**src/rtl/tmode_pkg.sv**
```systemverilog
package tmode_pkg;

   // Control register layout; field order fixes the bit positions (bit 0 last).
   typedef struct packed {
      logic in_sel;   // bit 4: internal inputs from stimulus register
      logic trst;     // bit 3: soft reset of functional logic
      logic winmode;  // bit 2: enable only on window accesses
      logic tcken;    // bit 1: test clocking on
      logic ten;      // bit 0: test mode on
   } ctrl_t;

   localparam int unsigned CTRL_W = $bits(ctrl_t);

endpackage

```
**src/rtl/tmode_regs.sv**
```systemverilog
module tmode_regs
   import tmode_pkg::*;
#(
   parameter int unsigned ADDR_W   = 8,
   parameter int unsigned DATA_W   = 8,
   parameter int unsigned MODE_W   = 4,
   parameter int unsigned STIM_W   = 2,
   parameter int unsigned CTRL_OFS = 'h80,
   parameter int unsigned MODE_OFS = 'h84,
   parameter int unsigned STIM_OFS = 'h88
) (
   input  logic              pclk,
   input  logic              presetn,
   input  logic              psel,
   input  logic              penable,
   input  logic              pwrite,
   input  logic [ADDR_W-1:0] paddr,
   input  logic [DATA_W-1:0] pwdata,
   output logic [DATA_W-1:0] prdata,
   output ctrl_t             ctrl,
   output logic [STIM_W-1:0] stim
);

   localparam int unsigned MAXW = (MODE_W > CTRL_W) ? MODE_W : CTRL_W;

   if (DATA_W < MAXW || DATA_W < STIM_W) begin : g_bad_width
      $error("tmode_regs: DATA_W too small for the test registers");
   end

   logic              wr_acc;
   logic              hit_ctrl, hit_mode, hit_stim;
   logic [MODE_W-1:0] mode_q;
   logic              unused_wdata;

   assign wr_acc   = psel & penable & pwrite;
   assign hit_ctrl = (paddr == ADDR_W'(CTRL_OFS));
   assign hit_mode = (paddr == ADDR_W'(MODE_OFS));
   assign hit_stim = (paddr == ADDR_W'(STIM_OFS));
   assign unused_wdata = ^pwdata;

   always_ff @(posedge pclk or negedge presetn) begin
      if (!presetn) begin
         ctrl   <= '0;
         mode_q <= '0;
         stim   <= '0;
      end else if (wr_acc) begin
         if (hit_ctrl) ctrl   <= ctrl_t'(pwdata[CTRL_W-1:0]);
         if (hit_mode) mode_q <= pwdata[MODE_W-1:0];
         if (hit_stim) stim   <= pwdata[STIM_W-1:0];
      end
   end

   always_comb begin
      prdata = '0;
      if (psel && !pwrite) begin
         if (hit_ctrl)      prdata[CTRL_W-1:0] = ctrl;
         else if (hit_mode) prdata[MODE_W-1:0] = mode_q;
         else if (hit_stim) prdata[STIM_W-1:0] = stim;
      end
   end

   // test registers change only through a bus write
   p_ctrl_hold_r6: assert property (@(posedge pclk) disable iff (!presetn)
      !wr_acc |=> $stable(ctrl));
   p_stim_hold_r6: assert property (@(posedge pclk) disable iff (!presetn)
      !wr_acc |=> $stable(stim));
   p_rd_idle_r8: assert property (@(posedge pclk) disable iff (!presetn)
      !psel |-> (prdata == '0));

endmodule

```
**src/rtl/tmode_clken.sv**
```systemverilog
module tmode_clken
   import tmode_pkg::*;
#(
   parameter int unsigned ADDR_W = 8,
   parameter int unsigned WIN_LO = 'h40,
   parameter int unsigned WIN_HI = 'h7C
) (
   input  logic              pclk,
   input  logic              presetn,
   input  ctrl_t             ctrl,
   input  logic              psel,
   input  logic              penable,
   input  logic [ADDR_W-1:0] paddr,
   output logic              clk_en
);

   if (WIN_HI < WIN_LO) begin : g_bad_win
      $error("tmode_clken: window upper bound below lower bound");
   end

   logic win_hit;
   logic acc_phase;
   logic gated;

   if (WIN_LO == WIN_HI) begin : g_win_single
      assign win_hit = (paddr == ADDR_W'(WIN_LO));
   end else begin : g_win_range
      assign win_hit = (paddr >= ADDR_W'(WIN_LO)) && (paddr <= ADDR_W'(WIN_HI));
   end

   assign acc_phase = psel & penable;
   assign gated     = ctrl.ten & ctrl.tcken;

   always_comb begin
      if (!gated)            clk_en = 1'b1;
      else if (!ctrl.winmode) clk_en = acc_phase;
      else                   clk_en = acc_phase & win_hit;
   end

   p_free_run_r2: assert property (@(posedge pclk) disable iff (!presetn)
      !(ctrl.ten && ctrl.tcken) |-> clk_en);
   p_strobe_r3: assert property (@(posedge pclk) disable iff (!presetn)
      (ctrl.ten && ctrl.tcken && !ctrl.winmode && psel && penable) |-> clk_en);
   p_idle_low_r3: assert property (@(posedge pclk) disable iff (!presetn)
      (ctrl.ten && ctrl.tcken && !(psel && penable)) |-> !clk_en);
   p_win_only_r4: assert property (@(posedge pclk) disable iff (!presetn)
      (ctrl.ten && ctrl.tcken && ctrl.winmode && clk_en)
         |-> (paddr >= ADDR_W'(WIN_LO) && paddr <= ADDR_W'(WIN_HI)));

endmodule

```
**src/rtl/tmode_rstgen.sv**
```systemverilog
module tmode_rstgen
   import tmode_pkg::*;
(
   input  logic  pclk,
   input  logic  presetn,
   input  ctrl_t ctrl,
   output logic  func_rst
);

   always_ff @(posedge pclk or negedge presetn) begin
      if (!presetn) func_rst <= 1'b1;
      else          func_rst <= ctrl.trst;
   end

   p_trst_set_r6: assert property (@(posedge pclk) disable iff (!presetn)
      ctrl.trst |=> func_rst);
   p_trst_clr_r6: assert property (@(posedge pclk) disable iff (!presetn)
      !ctrl.trst |=> !func_rst);

endmodule

```
**src/rtl/tmode_inmux.sv**
```systemverilog
module tmode_inmux #(
   parameter int unsigned N_LINES = 2
) (
   input  logic               sel,
   input  logic [N_LINES-1:0] pad_i,
   input  logic [N_LINES-1:0] stim_i,
   output logic [N_LINES-1:0] line_o
);

   if (N_LINES == 0) begin : g_bad_lines
      $error("tmode_inmux: N_LINES must be nonzero");
   end

   for (genvar i = 0; i < N_LINES; i++) begin : g_line
      assign line_o[i] = sel ? stim_i[i] : pad_i[i];
   end

endmodule

```
**src/rtl/tmode_ctrl.sv**
```systemverilog
module tmode_ctrl
   import tmode_pkg::*;
#(
   parameter int unsigned ADDR_W   = 8,
   parameter int unsigned DATA_W   = 8,
   parameter int unsigned MODE_W   = 4,
   parameter int unsigned CTRL_OFS = 'h80,
   parameter int unsigned MODE_OFS = 'h84,
   parameter int unsigned STIM_OFS = 'h88,
   parameter int unsigned WIN_LO   = 'h40,
   parameter int unsigned WIN_HI   = 'h7C
) (
   input  logic              pclk,
   input  logic              presetn,
   input  logic              psel,
   input  logic              penable,
   input  logic              pwrite,
   input  logic [ADDR_W-1:0] paddr,
   input  logic [DATA_W-1:0] pwdata,
   output logic [DATA_W-1:0] prdata,
   input  logic              pad_clk_i,
   input  logic              pad_dat_i,
   output logic              clk_en_o,
   output logic              func_rst_o,
   output logic              int_clk_o,
   output logic              int_dat_o
);

   localparam int unsigned N_LINES = 2;   // line 0 = clock, line 1 = data

   ctrl_t              ctrl;
   logic [N_LINES-1:0] stim;
   logic [N_LINES-1:0] lines;

   tmode_regs #(
      .ADDR_W(ADDR_W), .DATA_W(DATA_W), .MODE_W(MODE_W), .STIM_W(N_LINES),
      .CTRL_OFS(CTRL_OFS), .MODE_OFS(MODE_OFS), .STIM_OFS(STIM_OFS)
   ) u_regs (
      .pclk(pclk), .presetn(presetn), .psel(psel), .penable(penable),
      .pwrite(pwrite), .paddr(paddr), .pwdata(pwdata), .prdata(prdata),
      .ctrl(ctrl), .stim(stim)
   );

   tmode_clken #(.ADDR_W(ADDR_W), .WIN_LO(WIN_LO), .WIN_HI(WIN_HI)) u_clken (
      .pclk(pclk), .presetn(presetn), .ctrl(ctrl), .psel(psel),
      .penable(penable), .paddr(paddr), .clk_en(clk_en_o)
   );

   tmode_rstgen u_rst (
      .pclk(pclk), .presetn(presetn), .ctrl(ctrl), .func_rst(func_rst_o)
   );

   tmode_inmux #(.N_LINES(N_LINES)) u_mux (
      .sel(ctrl.in_sel), .pad_i({pad_dat_i, pad_clk_i}), .stim_i(stim),
      .line_o(lines)
   );

   assign int_clk_o = lines[0];
   assign int_dat_o = lines[1];

   p_override_r7: assert property (@(posedge pclk) disable iff (!presetn)
      ctrl.in_sel |-> (int_clk_o == stim[0] && int_dat_o == stim[1]));
   p_pads_r7: assert property (@(posedge pclk) disable iff (!presetn)
      !ctrl.in_sel |-> (int_clk_o == pad_clk_i && int_dat_o == pad_dat_i));

endmodule

```
**config.mk**
```make
export PLATFORM = sky130hd
export DESIGN_NAME = tmode_ctrl
export DESIGN_NICKNAME = d
export VERILOG_FILES = /design/src/rtl/tmode_pkg.sv /design/src/rtl/tmode_regs.sv /design/src/rtl/tmode_clken.sv /design/src/rtl/tmode_rstgen.sv /design/src/rtl/tmode_inmux.sv /design/src/rtl/tmode_ctrl.sv
export SDC_FILE = /design/constraint.sdc
export NUM_CORES = 1
export LEC_CHECK = 0
export ABC_CLOCK_PERIOD_IN_PS = 2200
export CAP_MARGIN = 20
export CORE_MARGIN = 3
export CORE_UTILIZATION = 42
export DETAILED_ROUTE_END_ITERATION = 8
export PLACE_DENSITY_LB_ADDON = 0.12
export SETUP_SLACK_MARGIN = 0.5
export SYNTH_ARGS = -nofsm -noshare
export SYNTH_HDL_FRONTEND = slang
export SYNTH_SLANG_ARGS = --single-unit
export TNS_END_PERCENT = 10
```
**constraint.sdc**
```tcl
create_clock -name pclk -period 2.2 [get_ports pclk]
set_input_delay 0.44 -clock pclk [delete_from_list [all_inputs] [get_ports pclk]]
set_output_delay 0.44 -clock pclk [all_outputs]
set_load 0.02 [all_outputs]
```
## Yosys cells after proc, flatten, opt, wreduce, memory -nomap -nowiden

Cells that the tools add are included.

- Bits in read-only memories: 0
- Output and inout bits: 12
- Memories: 0
- Bits in latches: 0
- RAM bits: 0
- Register bits: 12

- Multipliers: 0
- $add $sub $neg: 0
- Shift-type cells: 0
- Muxes and demuxes: 10
- Equality and inequality tests: 3
- $lt $le $gt $ge: 2
- Div/mod/pow operators: 0
- Bitwise operators: 4
- Reductions and logical operators: 6

Operator list:

| kind | count |
|---|---|
| 8-bit equality test (second input constant) | 3 |
| 8-bit by 7-bit >= comparator with 1-bit output (second input constant) | 1 |
| 8-bit by 7-bit <= comparator with 1-bit output (second input constant) | 1 |
| 2-bit two-way mux | 3 |
| 2-bit AND reduction | 3 |
| 1-bit two-way mux | 5 |
| 5-bit two-way mux | 1 |
| 1-bit bitwise AND | 4 |
| 4-bit two-way mux | 1 |
| 1-bit logical AND | 2 |
| 1-bit zero test | 1 |

## Depth between registers and ports, before layout

Gate-level depths: netlist of run 1.

- Depth after elaboration: 5
- Depth in mapped cells: 4

## Hierarchy

A second synthesis of run 1 with hierarchy kept.

- Cells, all modules: 60
- Area, all modules: 730.7 µm²

Modules (own cells, without submodules):

| module | times used | cells an instance | area an instance (µm²) |
|---|---|---|---|
| tmode_regs | 1 | 51 | 644.4 |
| tmode_clken | 1 | 6 | 37.5 |
| tmode_rstgen | 1 | 1 | 26.3 |
| tmode_inmux | 1 | 2 | 22.5 |

## Least setup slack after synthesis of run 1

Ideal clock, no wire load.

- Path kind: input port to output port
- Start point: input port paddr[6]
- End point: output port prdata[4]
- Slack: -0.061 ns
- Data arrival time: 1.821 ns
- Stages on the path: 3
- Path buffers: 0
- Path through: nor4b_1 -> nand4b_1 -> nor4b_1

- Cells in the longest elaborated chain, start to end: 3

RTL lines:

| item | RTL line | source |
|---|---|---|
| start, declared | tmode_ctrl.sv:18 | `input logic [ADDR_W-1:0] paddr,` |
| 8-bit equality test | tmode_regs.sv:36 | `assign hit_ctrl = (paddr == ADDR_W'(CTRL_OFS));` |
| 1-bit two-way mux | tmode_regs.sv:56 | `if (hit_ctrl) prdata[CTRL_W-1:0] = ctrl;` |
| 5-bit two-way mux | tmode_regs.sv:55 | `if (psel && !pwrite) begin` |
| end, declared | tmode_ctrl.sv:20 | `output logic [DATA_W-1:0] prdata,` |

No other way between the ends.

## Worst setup path in the final report of run 1

- Start point: input port paddr[5]
- End point: output port prdata[4]

Same word-level chain as after synthesis.

==> results_dict.tcl, run 1 <==
set metrics [dict create \
    status "complete, no violations" \
    hpwl_um 1423 \
    most-common-layout-cells "buf_4 (20), mux2_2 (13), dfrtp_1 (11)" \
    firstDrtPassIters 4 \
    cts_inserted_buffers 3 \
    detail-route-antenna-nets 0 \
    diodes 0 \
    vias 649 \
    power_density_nw_per_um2 390.6 \
    post-place-ws_ns -0.6714 \
    grt_max_degree 13 \
    fillers 107 \
    drt-total-wl_um 2025 \
    path_cells "buf_8 > nor4b_4 > nand4b_1 > buf_6 > nor4b_4 > buf_4" \
    cts_tree "built" \
    drive_gt1_share_pct 53.27 \
    setup_violations 0 \
    worstPathRequired_ns 1.76 \
    fin_crit_sh_pct 90.97 \
    grtUsageTotal_pct 21.12 \
    first_global_vias 705 \
    placed_cell_area_um2 1150 \
    final_area_um2 1225 \
    synth_seq_cells 12 \
    synth_cells 58 \
    endpoint_kind "primary output" \
    die_h_um 47.46 \
    leakagePower_nw 0.5875 \
    multi_input_area_um2 435.4 \
    place_inst 113 \
    crit_buf_inv 3 \
    slowest_delay_ns 0.30 \
    first_iter_violations 3 \
    start_kind "input port" \
    cts_root_buf "clkbuf_4" \
    critPathTopFamily "simple AND/OR/NAND/NOR gates" \
    regArea_um2 301.5 \
    skew_ns 0.00009071 \
    core_um2 1559 \
    cts_max_level 1 \
    yosysWarnings 0 \
    via_per_inst 5.276 \
    fmax_mhz 499.7 \
    path_class "input port to primary output" \
    setup_tns_ns 0 \
    instances_no_fill 123 \
    portBuffers 28 \
    gp_congestion 0.8039 \
    rows 14 \
    mappedNetlistArea_um2 721.9 \
    die_area_um2 2252 \
    grt_pass1_wl_um 3098 \
    finalHoldViolations 0 \
    io_pins 35 \
    clock_latency_ns 0.27 \
    initial_utilization_pct 46.31 \
    crit_top_cell "nor4b_4" \
    synth.distinct_cells 23 \
    synth_area_per_cell_um2 12.45 \
    cts_sinks 12 \
    antenna_found_initial 0 \
    finalWorstSetupSlack_ns 0.1986 \
    min_period_ns 2.001 \
    nets 131 \
    clk_pin_slew_ns 0.06 \
    crit_slowest_cell "nor4b_4" \
    routedWlPerCell_um 16.46 \
    grt_setup_unrepaired "yes" \
    slew_headroom_pct 64.82 \
    yosysSeqAreaShare_pct 41.77 \
    die_w_um 47.46 \
    cts_buffer_depth 2 \
    overflow 0 \
    drc 0 \
    slew_violations 0 \
    ir_drop_v 0.0004082 \
    path_max_fanout 4 \
    max-cap-violations 0 \
    worst_pin_slew_ns 0.5261 \
    hold_path.class "flop to flop" \
    mostFrequentLayoutCell "buf_4" \
    worstPathArrival_ns 1.56 \
    areaGrowthSynthToFinish_pct 69.67 \
]
## flip-flops by register name, indices dropped and copies added, names as in the netlist
register / flops
u_regs.ctrl: 5
u_regs.stim: 2
u_rst.func_rst: 1
u_regs.mode_q: 4
## final cells by class
| type | instances | area share, % |
|---|---|---|
| multi-input combinational | 43 | 35.55 |
| tap | 16 | 1.634 |
| clock buffer | 4 | 2.145 |
| sequential | 12 | 24.62 |
| timing repair buffer | 48 | 36.06 |
## cell usage after synthesis, drive strengths merged
library cell	instances	area share, %
mux2	13	20
nand4b	1	1.2
nand2	1	0.52
dfstp	1	3.6
conb	1	0.52
buf	4	4.7
clkbuf	1	0.52
o21ai	1	0.69
or2	1	0.87
mux2i	4	5.5
a2bb2oi	2	2.4
dfrtp	11	38
nor2b	1	0.87
or4b	1	1.9
o2111ai	1	1.2
nand4	3	2.6
nor4b	3	5.7
nor2	3	1.6
nor3	2	1.4
nor4	1	2.9
and4b	2	2.8
## cells by family (layout without fill, tap and decap cells)
| family | after synthesis | in the layout | synth area share, % |
|---|---|---|---|
| AOI/OAI and AO/OA | 4 | 4 | 4.333 |
| buffers and inverters | 5 | 52 | 5.198 |
| DFF | 12 | 12 | 41.77 |
| muxes | 17 | 17 | 25.82 |
| other | 1 | 3 | 0.5194 |
| and+or+nand+nor | 19 | 19 | 22.36 |
## metal layers
layer / track usage, % / part of all wire [%] / up-vias
met1: 23.70 / 40 / 303
met3: 4.887 / 5.2 / 8
met5: 0 / 0 / -
met4: 17.13 / 4.4 / 0
li1: - / - / 315
met2: 33.96 / 50 / 23
## path summary, 6_finish.rpt
path                                      from             end  slack (ns)  depth (start not counted)
worst min-delay path            u_regs.ctrl[3]  u_rst.func_rst        0.40                          0
max in group asynchronous              presetn  u_rst.func_rst        1.32                          1
worst min register to register  u_regs.ctrl[3]  u_rst.func_rst        0.40                          0
worst max-delay path                  paddr[5]       prdata[4]        0.20                          6
min in group asynchronous              presetn  u_regs.ctrl[1]        0.51                          1
worst max register to register  u_regs.ctrl[4]  u_regs.ctrl[4]        1.40                          1
## power breakdown
| part | internal [mW] | leakage (nW) | switching [mW] |
|---|---|---|---|
| clock | 0.0703 | 0.0150 | 0.0704 |
| sequential | 0.224 | 0.164 | 0.00209 |
| combinational | 0.0663 | 0.409 | 0.0454 |
## per-stage QoR
stage	hold WS, ns	utilization [%]	total power, mW
6_report	0.3980	78.57	0.4784
2_1_floorplan	0.1444	-	0.2696
3_5_place_dp	0.3845	73.76	0.3333
5_1_grt	0.4176	78.57	0.5012
3_3_place_gp	0.3873	73.76	0.3319
4_1_cts	0.3984	78.41	0.4835
## timing repair
item                       in CTS  in global routing
setup buffers                   5                  0
hold buffers                    0                  0
resized for setup              61                  1
hold endpoints to repair        0                  0
gates cloned                    1                  0
setup endpoints to repair      18                 18
pin swaps                       4                  0
Power figures use the tool's default switching activity.
==> run 2, diff against run 1 <==
- ABC_CLOCK_PERIOD_IN_PS: 2200 -> 2400
- CAP_MARGIN: 20 -> default
- clock period: 2.2 -> 2.4 ns (I/O delays scaled with it)
==> run 2 against run 1 <==
Net effect:
- combinational power down 16%
- power down 3.9%
- hold slack better by 0.012 ns
- sequential power down 8%
- critical path depth unchanged
- count of clock-buffer cells in the layout unchanged
- clock skew about the same
- worst setup slack better by 0.16 ns
- wire length down 3.9%
- cell count down 1.6%
- highest routed layer unchanged
==> results_dict.tcl, run 2 (synthesized netlist as in run 1, its figures left out) <==
set metrics [dict create \
    max-cap-violations 0 \
    worstPathRequired_ns 1.92 \
    cts_max_level 1 \
    finalHoldViolations 0 \
    final_area_um2 1199 \
    dr_wl_met2_um 998 \
    initial_utilization_pct 46.31 \
    cts_tree "built" \
    routedWlPerCell_um 16.09 \
    most-common-layout-cells "buf_4 (20), mux2_2 (13), dfrtp_1 (11)" \
    crit_slowest_cell "nor4b_4" \
    drt-total-wl_um 1947 \
    start_kind "input port" \
    hold_depth 0 \
    crit_buf_inv 3 \
    placed_cell_area_um2 1150 \
    areaGrowthSynthToFinish_pct 66.03 \
    slowest_delay_ns 0.29 \
    antenna_found_initial 0 \
    leakagePower_nw 0.5677 \
    core_um2 1559 \
    cts_sinks 12 \
    setup_tns_ns 0 \
    die_w_um 47.46 \
    detail-route-antenna-nets 0 \
    diodes 0 \
    setup_violations 0 \
    rr_endpoint "u_regs.ctrl[4]" \
    clk_pin_slew_ns 0.07 \
    post-route-util_pct 76.89 \
    drive_gt1_share_pct 55.24 \
    power_density_nw_per_um2 383.5 \
    worst_pin_slew_ns 0.5277 \
    gp_congestion 0.8662 \
    met3_wirelength_um 95 \
    hold_end "u_rst.func_rst" \
    r2r_start "u_regs.ctrl[4]" \
    mostFrequentLayoutCell "buf_4" \
    path_cells "buf_6 > nor4b_4 > nand4b_1 > buf_6 > nor4b_4 > buf_4" \
    die_area_um2 2252 \
    hold_path.class "flop to flop" \
    grt_pass1_wl_um 2891 \
    hpwl_um 1470 \
    first_global_vias 659 \
    slew_violations 0 \
    slew_headroom_pct 64.71 \
    wl_met1_um 813 \
    top_layer "met4" \
    grtUsageTotal_pct 19.16 \
    cts_inserted_buffers 3 \
    first_iter_violations 5 \
    drc 0 \
    r2r_cells 1 \
    grt_setup_unrepaired "yes" \
    critPathTopFamily "simple AND/OR/NAND/NOR gates" \
    vias 650 \
    skew_ns 0.0001830 \
    worstPathArrival_ns 1.56 \
    min_period_ns 2.043 \
    via_per_inst 5.372 \
    fin_crit_sh_pct 85.14 \
    clock_latency_ns 0.27 \
    min_from "u_regs.ctrl[3]" \
    fmax_mhz 489.4 \
    largest_reg_flops 5 \
    nets 129 \
    cts_buffer_depth 2 \
    grt_max_degree 13 \
    r2r_slack_ns 1.59 \
    largestRegisters "u_regs.ctrl: 5 flops, u_regs.mode_q: 4 flops, u_regs.stim: 2 flops" \
    cts_root_buf "clkbuf_4" \
    path_class "input port to primary output" \
    largest_register "u_regs.ctrl" \
    status "complete, no violations" \
    ir_drop_v 0.0003216 \
    endpoint_kind "primary output" \
    die_h_um 47.46 \
    portBuffers 28 \
    firstDrtPassIters 2 \
    path_max_fanout 4 \
    rows 14 \
    io_pins 35 \
    overflow 0 \
]
==> run 2: changes by cell type in the layout (fill, tap and decap cells not counted) <==
cell | previous run | this run
buf_8 | 1 | 0
bufbuf_16 | 1 | 0
clkbuf_1 | 1 | 0
clkbuf_8 | 0 | 1
clkdlybuf4s15_1 | 0 | 1
dlygate4sd2_1 | 8 | 7
o2111ai_1 | 1 | 0
o2111ai_2 | 0 | 1
o21ai_1 | 1 | 0
o21ai_2 | 0 | 1
==> run 2: per-layer routing <==
| layer | GRT usage, % | up-vias |
|---|---|---|
| li1 | - | 310 |
| met1 | 23.88 | 317 |
| met2 | 30.48 | 19 |
| met3 | 3.383 | 4 |
| met4 | 12.15 | 0 |
| met5 | 0 | - |
==> run 2: layout make-up <==
cell class,count,area (um^2)
Clock buffer,4,36.28
Multi-Input combinational cell,43,445.4
Sequential cell,12,301.5
Fill cell,116,360.3
Timing Repair Buffer,46,395.4
Tap cell,16,20.02
==> run 2: where the power goes <==
part           switching, mW  internal [mW]  total, mW  leakage (nW)
combinational         0.0406         0.0532     0.0938         0.383
sequential           0.00223          0.205      0.207         0.164
clock                 0.0663         0.0922      0.158        0.0210
==> run 2: how the worst max path moves through the flow <==
stage,startpoint,to,slack [ns],cells after the start
floorplan,paddr[6],prdata[4],0.42,3
global placement,paddr[6],prdata[4],-0.52,6
detailed placement,paddr[6],prdata[4],-0.55,6
CTS,paddr[5],prdata[4],0.37,6
global route,paddr[4],prdata[4],0.31,6
finish,paddr[4],prdata[4],0.36,6
==> run 2: stage by stage <==
stage | setup slack, ns | power, mW | hold slack, ns | cells
floorplan | 0.4208 | 0.2471 | 0.1844 | 60
global placement | -0.5162 | 0.3045 | 0.3875 | 113
detailed placement | -0.5484 | 0.3055 | 0.3973 | 113
CTS | 0.3696 | 0.4625 | 0.4132 | 121
global route | 0.3079 | 0.4779 | 0.4334 | 121
finish | 0.3567 | 0.4597 | 0.4105 | 121
==> run 2: what timing repair did <==
action / CTS / global route
pin swaps: 7 / 2
cloned: 0 / 0
setup buffers: 4 / 0
hold buffers: 0 / 0
setup endpoints to repair: 17 / 13
resized for setup: 60 / 3
==> run 3, diff against run 2 <==
- SKIP_CTS_REPAIR_TIMING: default -> 1
==> run 3 against run 2 <==
Net effect:
- non-clock buffer count fell by 2
- highest routed layer unchanged
- critical path type unchanged
- wire length fell by 2.6%
- combinational power fell by 0.4%
- final area rose by 0.73%
- clock power barely moved
- maximum frequency fell by 4.7%
- die area did not move
- power fell by 0.33%
- first-iteration DRC count fell by 60%
- sequential share of layout area fell by 0.18 points
- largest power group unchanged
==> results_dict.tcl, run 3 (synthesized netlist as in run 1, its figures left out) <==
set metrics [dict create \
    cts_buffer_depth 2 \
    fmax_mhz 466.4 \
    pwr-share-clk_pct 34.4 \
    largest_reg_flops 5 \
    first_iter_violations 2 \
    mostFrequentLayoutCell "buf_4" \
    cts_inserted_buffers 3 \
    initial_utilization_pct 46.31 \
    ir_drop_v 0.0003144 \
    crit_buf_inv 2 \
    swShare_pct 23.26 \
    cts_sinks 12 \
    p_seq_share_pct 45.3 \
    cts_max_level 1 \
    die_h_um 47.46 \
    largest_register "u_regs.ctrl" \
    detail-route-antenna-nets 0 \
    worstPathRequired_ns 1.92 \
    place_inst 113 \
    hpwl_um 1470 \
    slew_headroom_pct 64.77 \
    drc 0 \
    crit_slowest_cell "clkdlybuf4s50_1" \
    finalHoldViolations 0 \
    hold_path.class "flop to flop" \
    crit_top_cell "clkdlybuf4s50_1" \
    drt-total-wl_um 1897 \
    drive_gt1_share_pct 47.57 \
    grt_setup_unrepaired "yes" \
    fin_crit_sh_pct 89.34 \
    critPathTopFamily "buffers and inverters" \
    grt_max_degree 13 \
    worst_pin_slew_ns 0.5269 \
    rows 14 \
    path_class "input port to primary output" \
    overflow 0 \
    instances_no_fill 119 \
    die_w_um 47.46 \
    post-route-util_pct 77.45 \
    nets 127 \
    slew_violations 0 \
    core_um2 1559 \
    worstPathArrival_ns 1.66 \
    path_cells "clkdlybuf4s50_1 > mux2_2 > clkdlybuf4s50_1" \
    grtUsageTotal_pct 17.52 \
    setup_violations 0 \
    slowest_delay_ns 0.54 \
    portBuffers 28 \
    status "complete, no violations" \
    via_per_inst 5.454 \
    firstDrtPassIters 4 \
    power_density_nw_per_um2 379.5 \
    p_comb_share_pct 20.4 \
    first_global_vias 619 \
    routedWlPerCell_um 15.94 \
    p_sw_mw 0.1066 \
    gp_congestion 0.8662 \
    leakagePower_nw 0.6577 \
    path_max_fanout 1 \
    clk_pin_slew_ns 0.07 \
    endpoint_kind "primary output" \
    max-cap-violations 0 \
    clock_latency_ns 0.27 \
    largestRegisters "u_regs.ctrl: 5 flops, u_regs.mode_q: 4 flops, u_regs.stim: 2 flops" \
    grt_pass1_wl_um 2649 \
    areaGrowthSynthToFinish_pct 67.24 \
    die_area_um2 2252 \
    antenna_found_initial 0 \
    p_int_mw 0.3516 \
    cts_tree "built" \
    most-common-layout-cells "buf_4 (15), mux2_2 (13), dlymetal6s2s_1 (11), clkdlybuf4s50_1 (11), dfrtp_1 (11)" \
    min_period_ns 2.144 \
    vias 649 \
    diodes 0 \
    cts_root_buf "clkbuf_4" \
    skew_ns 0.0002044 \
    fillers 108 \
    start_kind "input port" \
    io_pins 35 \
]
==> run 3: path summary, 6_finish.rpt <==
path	from	endpoint	slack (ns)	depth (start not counted)
max	pad_clk_i	int_clk_o	0.26	3
max reg2reg	u_regs.ctrl[4]	u_regs.ctrl[4]	1.59	1
min	u_regs.ctrl[3]	u_rst.func_rst	0.41	0
min in group asynchronous	presetn	u_regs.ctrl[2]	0.55	1
min reg2reg	u_regs.ctrl[3]	u_rst.func_rst	0.41	0
max in group asynchronous	presetn	u_rst.func_rst	1.49	1
==> run 3: cell type report <==
type	count	area [um^2]	share of cell area (%)
timing repair buffer	44	416.7	34.51
sequential	12	301.5	24.97
tap	16	20.02	1.658
clock buffer	4	36.28	3.005
multi-input combinational	43	432.9	35.85
==> run 3: metal layers <==
layer	share of wire, %	vias to the layer above	routed length (um)	track usage, %
met1	41	310	786	21.51
li1	-	310	-	-
met4	2.8	0	53	12.15
met2	49	22	922	27.01
met5	0	-	0	0
met3	7.1	7	135	4.135
==> run 3: through the flow <==
step                      hold WS [ns]  power, mW  cell area [um^2]  setup slack [ns]  TNS [ns]
after floorplan                 0.1844     0.2471             769.5            0.4208         0
after global placement          0.3875     0.3045              1150           -0.5162    -3.327
after detailed placement        0.3973     0.3055              1150           -0.5484    -3.788
after CTS                       0.4132     0.4649              1186           -0.5570    -2.517
after global routing            0.4334     0.4767              1207            0.2260         0
final                           0.4132     0.4582              1207            0.2557         0
==> run 3: power groups by stage <==
| stage | Clock [mW] | Sequential [mW] | Combinational (mW) |
|---|---|---|---|
| floorplan | 0 | 0.211 | 0.0362 |
| global placement | 0 | 0.211 | 0.0934 |
| detailed placement | 0 | 0.211 | 0.0943 |
| CTS | 0.162 | 0.207 | 0.0952 |
| global route | 0.170 | 0.208 | 0.0994 |
| finish | 0.157 | 0.207 | 0.0934 |
